`config.mk`:
```
export PLATFORM = sky130hd
export DESIGN_NAME = cfg_checksum_guard
export DESIGN_NICKNAME = d
export VERILOG_FILES = /design/src/rtl/ckg_pkg.sv /design/src/rtl/ckg_scan_seq.sv /design/src/rtl/ckg_accum.sv /design/src/rtl/ckg_result.sv /design/src/rtl/cfg_checksum_guard.sv
export SDC_FILE = /design/constraint.sdc
export NUM_CORES = 1
export LEC_CHECK = 0
export CAP_MARGIN = 40
export CELL_PAD_IN_SITES_DETAIL_PLACEMENT = 1
export CELL_PAD_IN_SITES_GLOBAL_PLACEMENT = 2
export CORE_ASPECT_RATIO = 1.25
export CORE_MARGIN = 4
export CORE_UTILIZATION = 38
export CTS_BUF_LIST = sky130_fd_sc_hd__clkbuf_8
export DETAILED_ROUTE_END_ITERATION = 8
export DONT_BUFFER_PORTS = 1
export PLACE_DENSITY = 0.82
export SLEW_MARGIN = 20
export SYNTH_ARGS = -nofsm -noshare
export SYNTH_HDL_FRONTEND = slang
export SYNTH_SLANG_ARGS = --single-unit
```
`constraint.sdc`:
```
create_clock -name clk -period 3.1 [get_ports clk]
set_clock_uncertainty 0.2 [all_clocks]
set_input_delay 0.465 -clock clk [delete_from_list [all_inputs] [get_ports clk]]
set_output_delay 0.465 -clock clk [all_outputs]
set_load 0.02 [all_outputs]
```
`src/rtl/ckg_pkg.sv`:
```
package ckg_pkg;
  typedef enum logic {
    OP_CALC  = 1'b0,
    OP_CHECK = 1'b1
  } ckg_op_e;
endpackage

```
`src/rtl/ckg_scan_seq.sv`:
```
module ckg_scan_seq #(
  parameter int NUM_REGS = 16,
  parameter int IDX_W    = $clog2(NUM_REGS)
) (
  input  logic             clk,
  input  logic             rst_n,
  input  logic             start,
  output logic             rd_en,
  output logic [IDX_W-1:0] rd_addr,
  output logic             beat_vld,
  output logic [IDX_W-1:0] beat_idx,
  output logic             beat_last,
  output logic             active
);
  localparam logic [IDX_W-1:0] LAST_IDX = IDX_W'(NUM_REGS - 1);

  logic             issuing_q;
  logic [IDX_W-1:0] addr_q;
  logic             vld_q;
  logic [IDX_W-1:0] idx_q;
  logic             last_q;
  logic             issue_last_w;

  assign issue_last_w = issuing_q && (addr_q == LAST_IDX);

  always_ff @(posedge clk or negedge rst_n) begin
    if (!rst_n) begin
      issuing_q <= 1'b0;
      addr_q    <= '0;
    end else if (start) begin
      issuing_q <= 1'b1;
      addr_q    <= '0;
    end else if (issue_last_w) begin
      issuing_q <= 1'b0;
      addr_q    <= '0;
    end else if (issuing_q) begin
      addr_q    <= addr_q + 1'b1;
    end
  end

  // read data lags the address by one cycle; track index and last flag alongside
  always_ff @(posedge clk or negedge rst_n) begin
    if (!rst_n) begin
      vld_q  <= 1'b0;
      idx_q  <= '0;
      last_q <= 1'b0;
    end else begin
      vld_q  <= issuing_q;
      idx_q  <= addr_q;
      last_q <= issue_last_w;
    end
  end

  assign rd_en     = issuing_q;
  assign rd_addr   = addr_q;
  assign beat_vld  = vld_q;
  assign beat_idx  = idx_q;
  assign beat_last = vld_q && last_q;
  assign active    = issuing_q || vld_q;
endmodule

```
`src/rtl/ckg_accum.sv`:
```
module ckg_accum #(
  parameter int DATA_W   = 14,
  parameter int NUM_REGS = 16,
  parameter int IDX_W    = $clog2(NUM_REGS)
) (
  input  logic              clk,
  input  logic              rst_n,
  input  logic              clear,
  input  logic              beat_vld,
  input  logic [IDX_W-1:0]  beat_idx,
  input  logic [DATA_W-1:0] beat_data,
  output logic [DATA_W-1:0] sum_final
);
  function automatic logic [DATA_W-1:0] rotl(input logic [DATA_W-1:0] v,
                                             input logic [IDX_W-1:0]  idx);
    int amt;
    logic [2*DATA_W-1:0] dbl;
    amt = int'(idx) % DATA_W;
    dbl = {v, v} << amt;
    return dbl[2*DATA_W-1:DATA_W];
  endfunction

  logic [DATA_W-1:0] acc_q;
  logic [DATA_W-1:0] term_w;

  assign term_w    = beat_vld ? rotl(beat_data, beat_idx) : '0;
  assign sum_final = acc_q ^ term_w;

  always_ff @(posedge clk or negedge rst_n) begin
    if (!rst_n)        acc_q <= '0;
    else if (clear)    acc_q <= '0;
    else if (beat_vld) acc_q <= sum_final;
  end
endmodule

```
`src/rtl/ckg_result.sv`:
```
module ckg_result
  import ckg_pkg::*;
#(
  parameter int DATA_W = 14
) (
  input  logic              clk,
  input  logic              rst_n,
  input  logic              fin,
  input  ckg_op_e           op,
  input  logic [DATA_W-1:0] sum_final,
  input  logic              err_clr,
  output logic [DATA_W-1:0] sum_value,
  output logic              par_err,
  output logic              done,
  output logic              store_w,
  output logic              mismatch_w
);
  logic [DATA_W-1:0] sum_q;
  logic              err_q;
  logic              done_q;

  assign store_w    = fin && (op == OP_CALC);
  assign mismatch_w = fin && (op == OP_CHECK) && (sum_final != sum_q);

  always_ff @(posedge clk or negedge rst_n) begin
    if (!rst_n)       sum_q <= '0;
    else if (store_w) sum_q <= sum_final;
  end

  // a mismatch outranks a clear arriving at the same edge
  always_ff @(posedge clk or negedge rst_n) begin
    if (!rst_n)          err_q <= 1'b0;
    else if (mismatch_w) err_q <= 1'b1;
    else if (err_clr)    err_q <= 1'b0;
  end

  always_ff @(posedge clk or negedge rst_n) begin
    if (!rst_n) done_q <= 1'b0;
    else        done_q <= fin;
  end

  assign sum_value = sum_q;
  assign par_err   = err_q;
  assign done      = done_q;
endmodule

```
`src/rtl/cfg_checksum_guard.sv`:
```
module cfg_checksum_guard
  import ckg_pkg::*;
#(
  parameter int DATA_W   = 14,
  parameter int NUM_REGS = 16,
  parameter int IDX_W    = $clog2(NUM_REGS)
) (
  input  logic              clk,
  input  logic              rst_n,
  input  logic              cmd_calc,
  input  logic              cmd_check,
  input  logic              err_clr,
  output logic              rd_en,
  output logic [IDX_W-1:0]  rd_addr,
  input  logic [DATA_W-1:0] rd_data,
  output logic              busy,
  output logic              done,
  output logic              par_err,
  output logic [DATA_W-1:0] sum_value
);
  logic             accept_w;
  logic             beat_vld_w;
  logic [IDX_W-1:0] beat_idx_w;
  logic             beat_last_w;
  logic             active_w;
  logic [DATA_W-1:0] sum_final_w;
  logic             store_w;
  logic             mismatch_w;
  logic             is_check_w;
  ckg_op_e          op_q;

  // calculate wins when both commands arrive together
  assign accept_w   = !active_w && (cmd_calc || cmd_check);
  assign is_check_w = (op_q == OP_CHECK);

  always_ff @(posedge clk or negedge rst_n) begin
    if (!rst_n)        op_q <= OP_CALC;
    else if (accept_w) op_q <= cmd_calc ? OP_CALC : OP_CHECK;
  end

  ckg_scan_seq #(.NUM_REGS(NUM_REGS), .IDX_W(IDX_W)) u_seq (
    .clk       (clk),
    .rst_n     (rst_n),
    .start     (accept_w),
    .rd_en     (rd_en),
    .rd_addr   (rd_addr),
    .beat_vld  (beat_vld_w),
    .beat_idx  (beat_idx_w),
    .beat_last (beat_last_w),
    .active    (active_w)
  );

  ckg_accum #(.DATA_W(DATA_W), .NUM_REGS(NUM_REGS), .IDX_W(IDX_W)) u_acc (
    .clk       (clk),
    .rst_n     (rst_n),
    .clear     (accept_w),
    .beat_vld  (beat_vld_w),
    .beat_idx  (beat_idx_w),
    .beat_data (rd_data),
    .sum_final (sum_final_w)
  );

  ckg_result #(.DATA_W(DATA_W)) u_res (
    .clk        (clk),
    .rst_n      (rst_n),
    .fin        (beat_last_w),
    .op         (op_q),
    .sum_final  (sum_final_w),
    .err_clr    (err_clr),
    .sum_value  (sum_value),
    .par_err    (par_err),
    .done       (done),
    .store_w    (store_w),
    .mismatch_w (mismatch_w)
  );

  assign busy = active_w;
endmodule

```
==> results of run 1 <==
-- synth_stat cells, types with 7 or more instances --
library cell and number:
dfrtp_1 42, nand2_1 33, nor2_1 23, o21ai_0 20, xnor2_1 20, o22ai_1 17, a21oi_1 11, and4_1 10
xor2_1 9, a221o_2 8, inv_1 8, nand3_1 7
-- what timing repair did --
item | in CTS | in global routing
gates cloned | 0 | 0
pin swaps | 0 | 19
hold buffers | 2 | 0
hold endpoints to repair | 42 | 0
resized for setup | 1 | 39
buffers inserted | 0 | 7
endpoints found under the setup margin | 1 | 2
-- cells by family (layout without fill, tap and decap cells) --
family | after synthesis | after routing | share of synthesized area [%]
simple gates | 104 | 104 | 19.4
compound gates | 97 | 97 | 24.8
flops | 42 | 42 | 35.2
xor+xnor | 31 | 31 | 10.0
buf+inv | 24 | 44 | 5.66
mux | 9 | 9 | 3.69
fa+ha+maj | 3 | 3 | 1.26
-- metrics by stage --
| step | cells | TNS (ps) | setup WS (ps) |
|---|---|---|---|
| global placement | 404 | -121 | -121 |
| detailed placement | 404 | -84.7 | -84.7 |
| finish | 422 | 0 | 55.5 |
| floorplan | 310 | 0 | 146 |
| CTS | 414 | 0 | 2.07 |
| global route | 422 | -102 | -102 |
-- flip-flops by register name, summed over array words and instances (netlist names) --
| register | flops |
|---|---|
| u_res.par_err | 1 |
| u_seq.rd_en | 1 |
| u_seq.last_q | 1 |
| u_acc.acc_q | 14 |
| is_check_w | 1 |
| u_seq.beat_vld | 1 |
| u_res.done | 1 |
| u_seq.beat_idx | 4 |
| u_res.sum_value | 14 |
| u_seq.rd_addr | 4 |
-- cell type report --
cell class	instances	area (µm²)	share of cell area, %
multi-input combinational	244	1960	55.1
sequential	42	1050	29.5
tap	92	115	3.23
clock buffer	6	82.6	2.32
clock inverter	2	60.1	1.69
inverter	8	30.0	0.843
timing repair buffer	28	262	7.34
-- worst max-delay path: cells and delay by family (launching register included) --
family,cells,cell delay [ps]
adders and majority gates,2,390
DFF,1,400
buffers and inverters,1,130
and+or+nand+nor,3,560
xor gates and xnor gates,1,160
AOI/OAI and AO/OA,5,1100
-- final timing paths --
| path | from | end | slack (ps) | depth (start not counted) |
|---|---|---|---|---|
| worst min register to register | u_seq.last_q$_DFF_PN0_ | u_res.done$_DFF_PN0_ | 350 | 1 |
| min in group asynchronous | rst_n | u_seq.beat_vld$_DFF_PN0_ | 440 | 2 |
| worst max register to register | u_seq.beat_idx[2]$_DFF_PN0_ | u_res.par_err$_DFFE_PN0P_ | 60 | 12 |
| worst max-delay path | u_seq.beat_idx[2]$_DFF_PN0_ | u_res.par_err$_DFFE_PN0P_ | 60 | 12 |
| worst min-delay path | cmd_calc | is_check_w$_DFFE_PN0P_ | 40 | 1 |
| max in group asynchronous | rst_n | u_res.sum_value[6]$_DFFE_PN0P_ | 2070 | 2 |
-- layer usage --
metal  vias up  part of all wire [%]
met5         -                     0
met4         0                   2.5
met3        14                   3.2
met2        50                    54
met1      1324                    40
li1       1205                     -
==> metrics.md, run 1 <==
| Metric | Value |
|---|---|
| GR peak layer | `met2` |
| Share of layout cells above drive strength 1 | `between 30% and 40%` |
| Worst path required time | `3080 ps` |
| Inserted Clock Buffers | `5` |
| Final hold vios | `0` |
| Crit. End Element | `flop` |
| Met1 Track Usage GR | `22.4%` |
| First-pass GRT wire length | `13800 µm` |
| Top post-synthesis cells by area | `dfrtp_1 35%, xnor2_1 5.9%, nand2_1 4.1%` |
| Initial antenna violation count | `0` |
| Max-cap violations | `0` |
| Top_reg_cell synth | `dfrtp_1` |
| Maximum clock insertion buffer count | `2` |
| Cell area after layout | `3560 µm²` |
| Unique masters post-synth | `63` |
| Warnings from Yosys | `0` |
| Iter 0 DRT Violations | `98` |
| Area after DPL | `between 3000 and 4000 µm²` |
| Largest net degree at the start of global routing | `43` |
| Synth Cell Area | `around 3000 µm²` |
| Drt drc | `0` |
| GR Overflow Total | `0` |
| Vias | `2593` |
| Routed wire per std cell | `21.3 µm` |
| Starting Density | `between 30% and 40%` |
| Worst Path Max Fanout | `8` |
| Final net count | `351` |
| Post-synth EDFFs | `0` |
| Crit path time final | `3040 ps` |
| Filler cells | `830` |
| DR pass1 iterations | `4` |
| Cell Chain, Critical Path | `ha_2 > ha_4 > buf_6 > and4_1 > a221o_2 > o22ai_1 > nor2_1 > a22o_2 > xnor2_2 > o21ai_1 > nor4bb_4 > a31oi_1` |
| RSZ-0062 raised after global routing | `yes` |
| Skew-Pair Late Insertion Delay | `290 ps` |
| WHS | `roughly 43 ps` |
| Top-level port count | `41` |
| ANT nets after route | `0` |
| Most common cell after layout, fill and taps aside | `dfrtp_1` |
| Die area | `just over 9000 µm²` |
| HPWL Detailed | `between 6000 and 7000 µm` |
| Cell count after synthesis | `310` |
| Area Overhead vs Synth | `19.3%` |
| Post-synthesis register bit count | `42` |
| Critical-path top delay cell | `dfrtp_1` |
| Cell chosen for the clock root | `clkbuf_8` |
| Worst slew margin | `between 40% and 50%` |
| GRT Total Usage | `between 10% and 20%` |
| Mean post-synth cell area | `9.63 µm²` |
| Final WL | `8970 µm` |
| Vias in the first global route | `2666` |
| Row count | `35` |
| Top-area cell type share of the netlist area | `35.2%` |
| Met2 usage | `33.0%` |
| Mean number of vias per cell | `around 6.1` |
| Type of the worst setup path | `reg2reg` |
| Reg clk slew, reported paths | `80 ps` |
| Worst path max stage delay | `400 ps` |
| Actual slew at the worst max-slew pin | `766 ps` |
| IO Port Bufs | `0` |
| Die W | `87.3 µm` |
| Critical Path AT | `3020 ps` |
| Status | `complete, no violations` |
| RePlAce Congestion | `0.898` |
| Sequential share of the synthesized area | `35.2%` |
| Core Area | `7530 µm²` |
| Post-Syn Nets | `around 330` |
| Htree depth | `2` |
| Final setup viols | `0` |
| Fin util | `~47%` |
| Post-synth ARST share | `100%` |
| Diodes inserted | `0` |
| Most frequent cells in the layout | `42 x dfrtp_1, 32 x nand2_1, 21 x nor2_1, 21 x buf_4, 19 x o21ai_0` |
| Max-slew violation count | `0` |
| Worst hold path class | `in2reg` |
| Die Y | `107 µm` |
| Yosys top cell by area | `dfrtp_1` |
| Final period util | `98.2%` |
| Clock sinks | `42` |
| Met3 usage | `under 10%` |
| Critical Path Source Type | `flop` |
| CTS tree | `built` |
| Fmax | `328 MHz` |
Power of run 1 is not shown: default switching activity piles up to over one toggle a cycle in this logic, so the estimate is an artifact.
==> inputs of run 2 (changes only) <==
CORE_MARGIN = 2   (was 4)
MAX_ROUTING_LAYER = met4   (was default)
==> run 2 against run 1 <==
  * Via count rose by 3.5%
  * Design area up 4.6%
  * Maximum frequency up 0.16%
  * Non-clock buffer count rose by 16
  * First-iteration DRC count grew 11%
  * Flip-flop and latch count unchanged
  * Critical path depth stayed put
  * Worst setup slack better by 4.7 ps
  * Critical endpoint unchanged
  * Hold slack better by 4.7 ps
  * Sequential share of layout area fell by 1.3 points
==> metrics.md, run 2 (synthesis gave the netlist of run 1 again) <==
| Metric | Value |
|---|---|
| Core Area | `7700 µm² (+2.3%)` |
| Mean number of vias per cell | `6.10 (-0.69%)` |
| Most frequent cells in the layout | `42 x dfrtp_1, 35 x buf_4, 32 x nand2_1` |
| Maximum clock insertion buffer count | `2 (unchanged)` |
| Top-level port count | `41 (unchanged)` |
| Fin cells | `440 (+4.3%)` |
| Cell chosen for the clock root | `clkbuf_8` |
| Final hold vios | `0 (unchanged)` |
| Die area | `8590 µm² (-8.1%)` |
| Final net count | `367 (+4.6%)` |
| Crit. End Element | `flop` |
| Type of the worst setup path | `reg2reg` |
| Fmax | `329 MHz (+0.16%)` |
| Setup tns final | `0 ps (unchanged)` |
| ANT nets after route | `0 (unchanged)` |
| Area Overhead vs Synth | `24.8%` |
| Actual slew at the worst max-slew pin | `762 ps (-4.40 ps)` |
| Worst Path Max Fanout | `4 (-4)` |
| Reg clk slew, reported paths | `80 ps (about the same)` |
| Dpl ws | `-144 ps (-59.7 ps)` |
| Die W | `83.3 µm (-4.6%)` |
| Inst Count DP | `418 (+3.5%)` |
| Iter 0 DRT Violations | `109 (+11%)` |
| Starting Density | `38.8% (-0.88 points)` |
| Critical-path top delay cell | `dfrtp_1` |
| Final period util | `98.1% (-0.15 points)` |
| Inserted Clock Buffers | `5 (unchanged)` |
| DR pass1 iterations | `4 (unchanged)` |
| Most common cell after layout, fill and taps aside | `dfrtp_1` |
| Share of layout cells above drive strength 1 | `35.1% (+3.0 points)` |
| Vias | `2685 (+3.5%)` |
| CTS tree | `built` |
| Initial antenna violation count | `0 (unchanged)` |
| Worst path required time | `3080 ps (about the same)` |
| Drt drc | `0 (unchanged)` |
| Max-slew violation count | `0 (unchanged)` |
| Row count | `36 (+2.9%)` |
| CP top delay family | `compound AO/OA/AOI/OAI gates` |
| HPWL Detailed | `6620 µm (+5.3%)` |
| GR Overflow Total | `0 (unchanged)` |
| Largest net degree at the start of global routing | `43 (unchanged)` |
| Diodes inserted | `0 (unchanged)` |
| PnR worst setup slack | `60.2 ps (+4.72 ps)` |
| IO Port Bufs | `0 (unchanged)` |
| Worst hold path class | `in2reg` |
| Cell Chain, Critical Path | `ha_2 > ha_4 > buf_4 > and4_1 > a221o_1 > o22ai_1 > nor2_1 > a22oi_2 > xor2_1 > o221ai_2 > nor3_2 > a31oi_1` |
| Worst slew margin | `48.9% (+0.30 points)` |
| Status | `complete, no violations` |
| Critical Path AT | `3020 ps (about the same)` |
| Worst path max stage delay | `400 ps (about the same)` |
| WHS | `47.9 ps (+4.72 ps)` |
| First-pass GRT wire length | `14000 µm (+0.90%)` |
| Crit path time final | `3040 ps (-4.72 ps)` |
| RePlAce Congestion | `0.858 (-4.4%)` |
| Die Y | `103 µm (-3.7%)` |
| Htree depth | `2 (unchanged)` |
| Max-cap violations | `0 (unchanged)` |
| Worst Path Buf+Inv | `1 (unchanged)` |
| Final WL | `9080 µm (+1.1%)` |
| Flop2flop setup slack | `60 ps (about the same)` |
| Skew-Pair Late Insertion Delay | `300 ps (about the same)` |
| Vias in the first global route | `2778 (+4.2%)` |
| GRT Total Usage | `21.1% (+2.5 points)` |
| Routed wire per std cell | `20.6 µm (-3.0%)` |
| Final setup viols | `0 (unchanged)` |
| Clock sinks | `42 (unchanged)` |
| Critical Path Source Type | `flop` |
| Filler cells | `863 (+4.0%)` |
[run 2: stage by stage]
| step | cell area (µm²) | util, % |
|---|---|---|
| 2_1_floorplan | 2990 | - |
| 4_1_cts | 3310 | 43.0 |
| 3_5_place_dp | 3200 | 41.5 |
| 3_3_place_gp | 3200 | 41.5 |
| 6_report | 3720 | 48.4 |
| 5_1_grt | 3720 | 48.4 |
[run 2: layout make-up]
type	count	area [µm²]	area share, %
clock inverters	2	7.51	0.202
clock buffers	5	68.8	1.85
well taps	95	119	3.19
flip-flops and latches	42	1050	28.2
repair buffers	44	397	10.6
inverters	8	30.0	0.806
multi-input cells	244	2050	55.1
[run 2: what timing repair did]
| item | 4_1_cts | 5_1_grt |
|---|---|---|
| endpoints found under the setup margin | 1 | 1 |
| gates resized for setup | 2 | 55 |
| setup buffers | 0 | 13 |
| gates cloned | 0 | 0 |
| hold buffers | 2 | 0 |
| pin swaps | 0 | 27 |
| hold endpoints to repair | 42 | 0 |
[run 2: routing by layer]
| metal | GRT usage [%] | wire length [µm] | up-vias |
|---|---|---|---|
| met5 | - | 0 | - |
| met4 | 9.21 | 203 | 0 |
| met3 | 4.00 | 366 | 19 |
| met2 | 37.5 | 4800 | 59 |
| met1 | 23.2 | 3710 | 1373 |
| li1 | - | - | 1234 |
[run 2: worst register-to-register path: cells and delay by family (launching register included)]
family,cells,cell delay (ps)
compound gates,5,1110
simple gates,3,450
flops,1,400
fa+ha+maj,2,380
xor+xnor,1,250
buf+inv,1,140
[run 2: path summary, 6_finish.rpt]
check / startpoint / endpoint / depth (start not counted)
worst min register to register: u_seq.last_q$_DFF_PN0_ / u_res.done$_DFF_PN0_ / 1
worst min-delay path: cmd_calc / is_check_w$_DFFE_PN0P_ / 1
max in group asynchronous: rst_n / u_seq.beat_idx[2]$_DFF_PN0_ / 2
min in group asynchronous: rst_n / u_res.sum_value[4]$_DFFE_PN0P_ / 2
worst max register to register: u_seq.beat_idx[2]$_DFF_PN0_ / u_res.par_err$_DFFE_PN0P_ / 12
worst max-delay path: u_seq.beat_idx[2]$_DFF_PN0_ / u_res.par_err$_DFFE_PN0P_ / 12
Power of run 2 is left out for the same reason.
==> inputs of run 3 (changes only) <==
PLACE_DENSITY = 0.81   (was 0.82)
SYNTH_HIERARCHICAL = 1   (was default)
==> run 3 against run 2 <==
  * The run now ends with setup timing left
  * Die area decreased by 1.6%
  * Sequential share of layout area increased by 0.41 points
  * Maximum frequency decreased by 2.1%
  * Utilization increased by 0.95 points
  * Clock-buffer cell count unchanged
  * Area after synthesis decreased by 1.7%
  * Critical path depth unchanged
==> metrics.md, run 3 <==
| Metric | Value |
|---|---|
| HPWL Detailed | `6020 µm (-9.0%)` |
| Fmax | `322 MHz (-2.1%)` |
| CP top delay family | `compound AO/OA/AOI/OAI gates` |
| DR pass1 iterations | `4 (unchanged)` |
| Post-Syn Nets | `308 (-7.2%)` |
| Cell count after synthesis | `286 (-7.7%)` |
| Critical Path AT | `3070 ps (+50 ps)` |
| Worst path max stage delay | `410 ps (about the same)` |
| CTS tree | `built` |
| Final setup viols | `1 (+1)` |
| Max-cap violations | `0 (unchanged)` |
| Routed wire per std cell | `20.5 µm (-0.44%)` |
| Initial antenna violation count | `0 (unchanged)` |
| Most common cell after layout, fill and taps aside | `dfrtp_1` |
| Type of the worst setup path | `reg2reg` |
| Reg clk slew, reported paths | `80 ps (about the same)` |
| Area after DPL | `3140 µm² (-1.7%)` |
| GR Overflow Total | `0 (unchanged)` |
| Vias in the first global route | `2436 (-12%)` |
| Skew-Pair Late Insertion Delay | `300 ps (about the same)` |
| Max-slew violation count | `0 (unchanged)` |
| Worst slew margin | `70.9% (+22 points)` |
| Worst Path Max Fanout | `9 (+5)` |
| Failing checks | `setup timing` |
| Share of layout cells above drive strength 1 | `37.1% (+2.0 points)` |
| Worst Reg-to-Reg Cells | `12 (unchanged)` |
| Mean number of vias per cell | `6.02 (-1.4%)` |
| Dpl ws | `-244 ps (-99.5 ps)` |
| Htree depth | `2 (unchanged)` |
| Maximum clock insertion buffer count | `2 (unchanged)` |
| Row count | `35 (-2.8%)` |
| Crit. End Element | `flop` |
| Iter 0 DRT Violations | `119 (+9.2%)` |
| Critical Path Source Type | `flop` |
| Final net count | `339 (-7.6%)` |
| Cell area after layout | `3670 µm² (-1.4%)` |
| Worst Path Buf+Inv | `1 (unchanged)` |
| Mean post-synth cell area | `10.3 µm² (+6.6%)` |
| Critical-path top delay cell | `dfrtp_1` |
| Cell chosen for the clock root | `clkbuf_8` |
| RePlAce Congestion | `0.863 (+0.51%)` |
| ANT nets after route | `0 (unchanged)` |
| Actual slew at the worst max-slew pin | `436 ps (-326 ps)` |
| IO Port Bufs | `0 (unchanged)` |
| Largest net degree at the start of global routing | `43 (unchanged)` |
| Vias | `2468 (-8.1%)` |
| Final period util | `100% (+2.1 points)` |
| Final WL | `8420 µm (-7.2%)` |
| First-pass GRT wire length | `13000 µm (-7.2%)` |
| Status | `complete, but fails checks` |
| Area Overhead vs Synth | `25.1%` |
| Most frequent cells in the layout | `42 x dfrtp_1, 33 x buf_4, 23 x nor2b_1` |
| Worst hold path class | `in2reg` |
| Clock sinks | `42 (unchanged)` |
| Crit path time final | `3100 ps (+65.1 ps)` |
| Core Area | `7440 µm² (-3.3%)` |
| Die area | `8450 µm² (-1.6%)` |
| Setup tns final | `-4.92 ps (-4.92 ps)` |
| GRT Total Usage | `21.0% (-0.064 points)` |
| PnR worst setup slack | `-4.92 ps (-65.1 ps)` |
| Final hold vios | `0 (unchanged)` |
| Worst path required time | `3060 ps (-20 ps)` |
| Drt drc | `0 (unchanged)` |
| Cell Chain, Critical Path | `ha_2 > ha_4 > buf_4 > and4_1 > a221o_2 > o22ai_1 > nor2_1 > a21oi_1 > xnor2_1 > xor2_1 > nor4_2 > a31oi_1` |
| RSZ-0062 raised after global routing | `yes` |
| Synth Cell Area | `2940 µm² (-1.7%)` |
| Die W | `82.6 µm (-0.80%)` |
| Diodes inserted | `0 (unchanged)` |
| Crit path depth | `12 (unchanged)` |
| Hold depth | `1 (unchanged)` |
| Inserted Clock Buffers | `5 (unchanged)` |
| Warnings from Yosys | `6 (+6)` |
| Die Y | `102 µm (-0.81%)` |
| Starting Density | `39.4% (+0.67 points)` |
| Top-level port count | `41 (unchanged)` |
## run 3: final timing paths
path,from,to,slack (ps)
worst max register to register,u_seq/beat_idx[1]$_DFF_PN0_,u_res/par_err$_DFFE_PN0P_,-5
worst max-delay path,u_seq/beat_idx[1]$_DFF_PN0_,u_res/par_err$_DFFE_PN0P_,-5
max in group asynchronous,rst_n,u_seq/rd_addr[0]$_DFFE_PN0P_,2030
worst min register to register,u_seq/last_q$_DFF_PN0_,u_res/done$_DFF_PN0_,340
min in group asynchronous,rst_n,u_res/sum_value[6]$_DFFE_PN0P_,450
worst min-delay path,cmd_calc,is_check_w$_DFFE_PN0P_,40
## run 3: final cells by class
type / instances / area, µm²
repair buffers: 38 / 328
clock buffers: 5 / 68.8
inverters: 4 / 15.0
flip-flops and latches: 42 / 1050
multi-input cells: 226 / 2060
fillers: 824 / 3770
clock inverters: 3 / 37.5
well taps: 92 / 115
## run 3: layer usage
layer	global-route usage, %	routed length, µm
met5	-	0
met4	7.69	224
met3	4.42	392
met2	34.3	4370
met1	25.4	3440
## run 3: worst reg2reg max path, stage by stage (launching register included)
cell     delay (ps)
dfrtp_1         410
ha_2            210
ha_4            190
buf_4           160
and4_1          140
a221o_2         380
o22ai_1         170
nor2_1          120
a21oi_1         250
xnor2_1         200
xor2_1          120
nor4_2          290
a31oi_1         130
## run 3: per-stage QoR
stage	std cells	hold slack, ps	util (%)
finish	410	35.0	49.3
global placement	388	-29.4	42.2
floorplan	286	-30.6	-
CTS	401	26.8	45.6
global route	410	24.8	49.3
detailed placement	388	-29.4	42.2
## run 3: timing repair
action                                  in CTS  in global routing
endpoints found under the hold margin       42                  0
buffers inserted                             3                  9
resized for setup                           16                 37
endpoints found under the setup margin       1                  1
pin swaps                                    5                 18
hold buffers                                 2                  0
Power of run 3 is left out for the same reason.
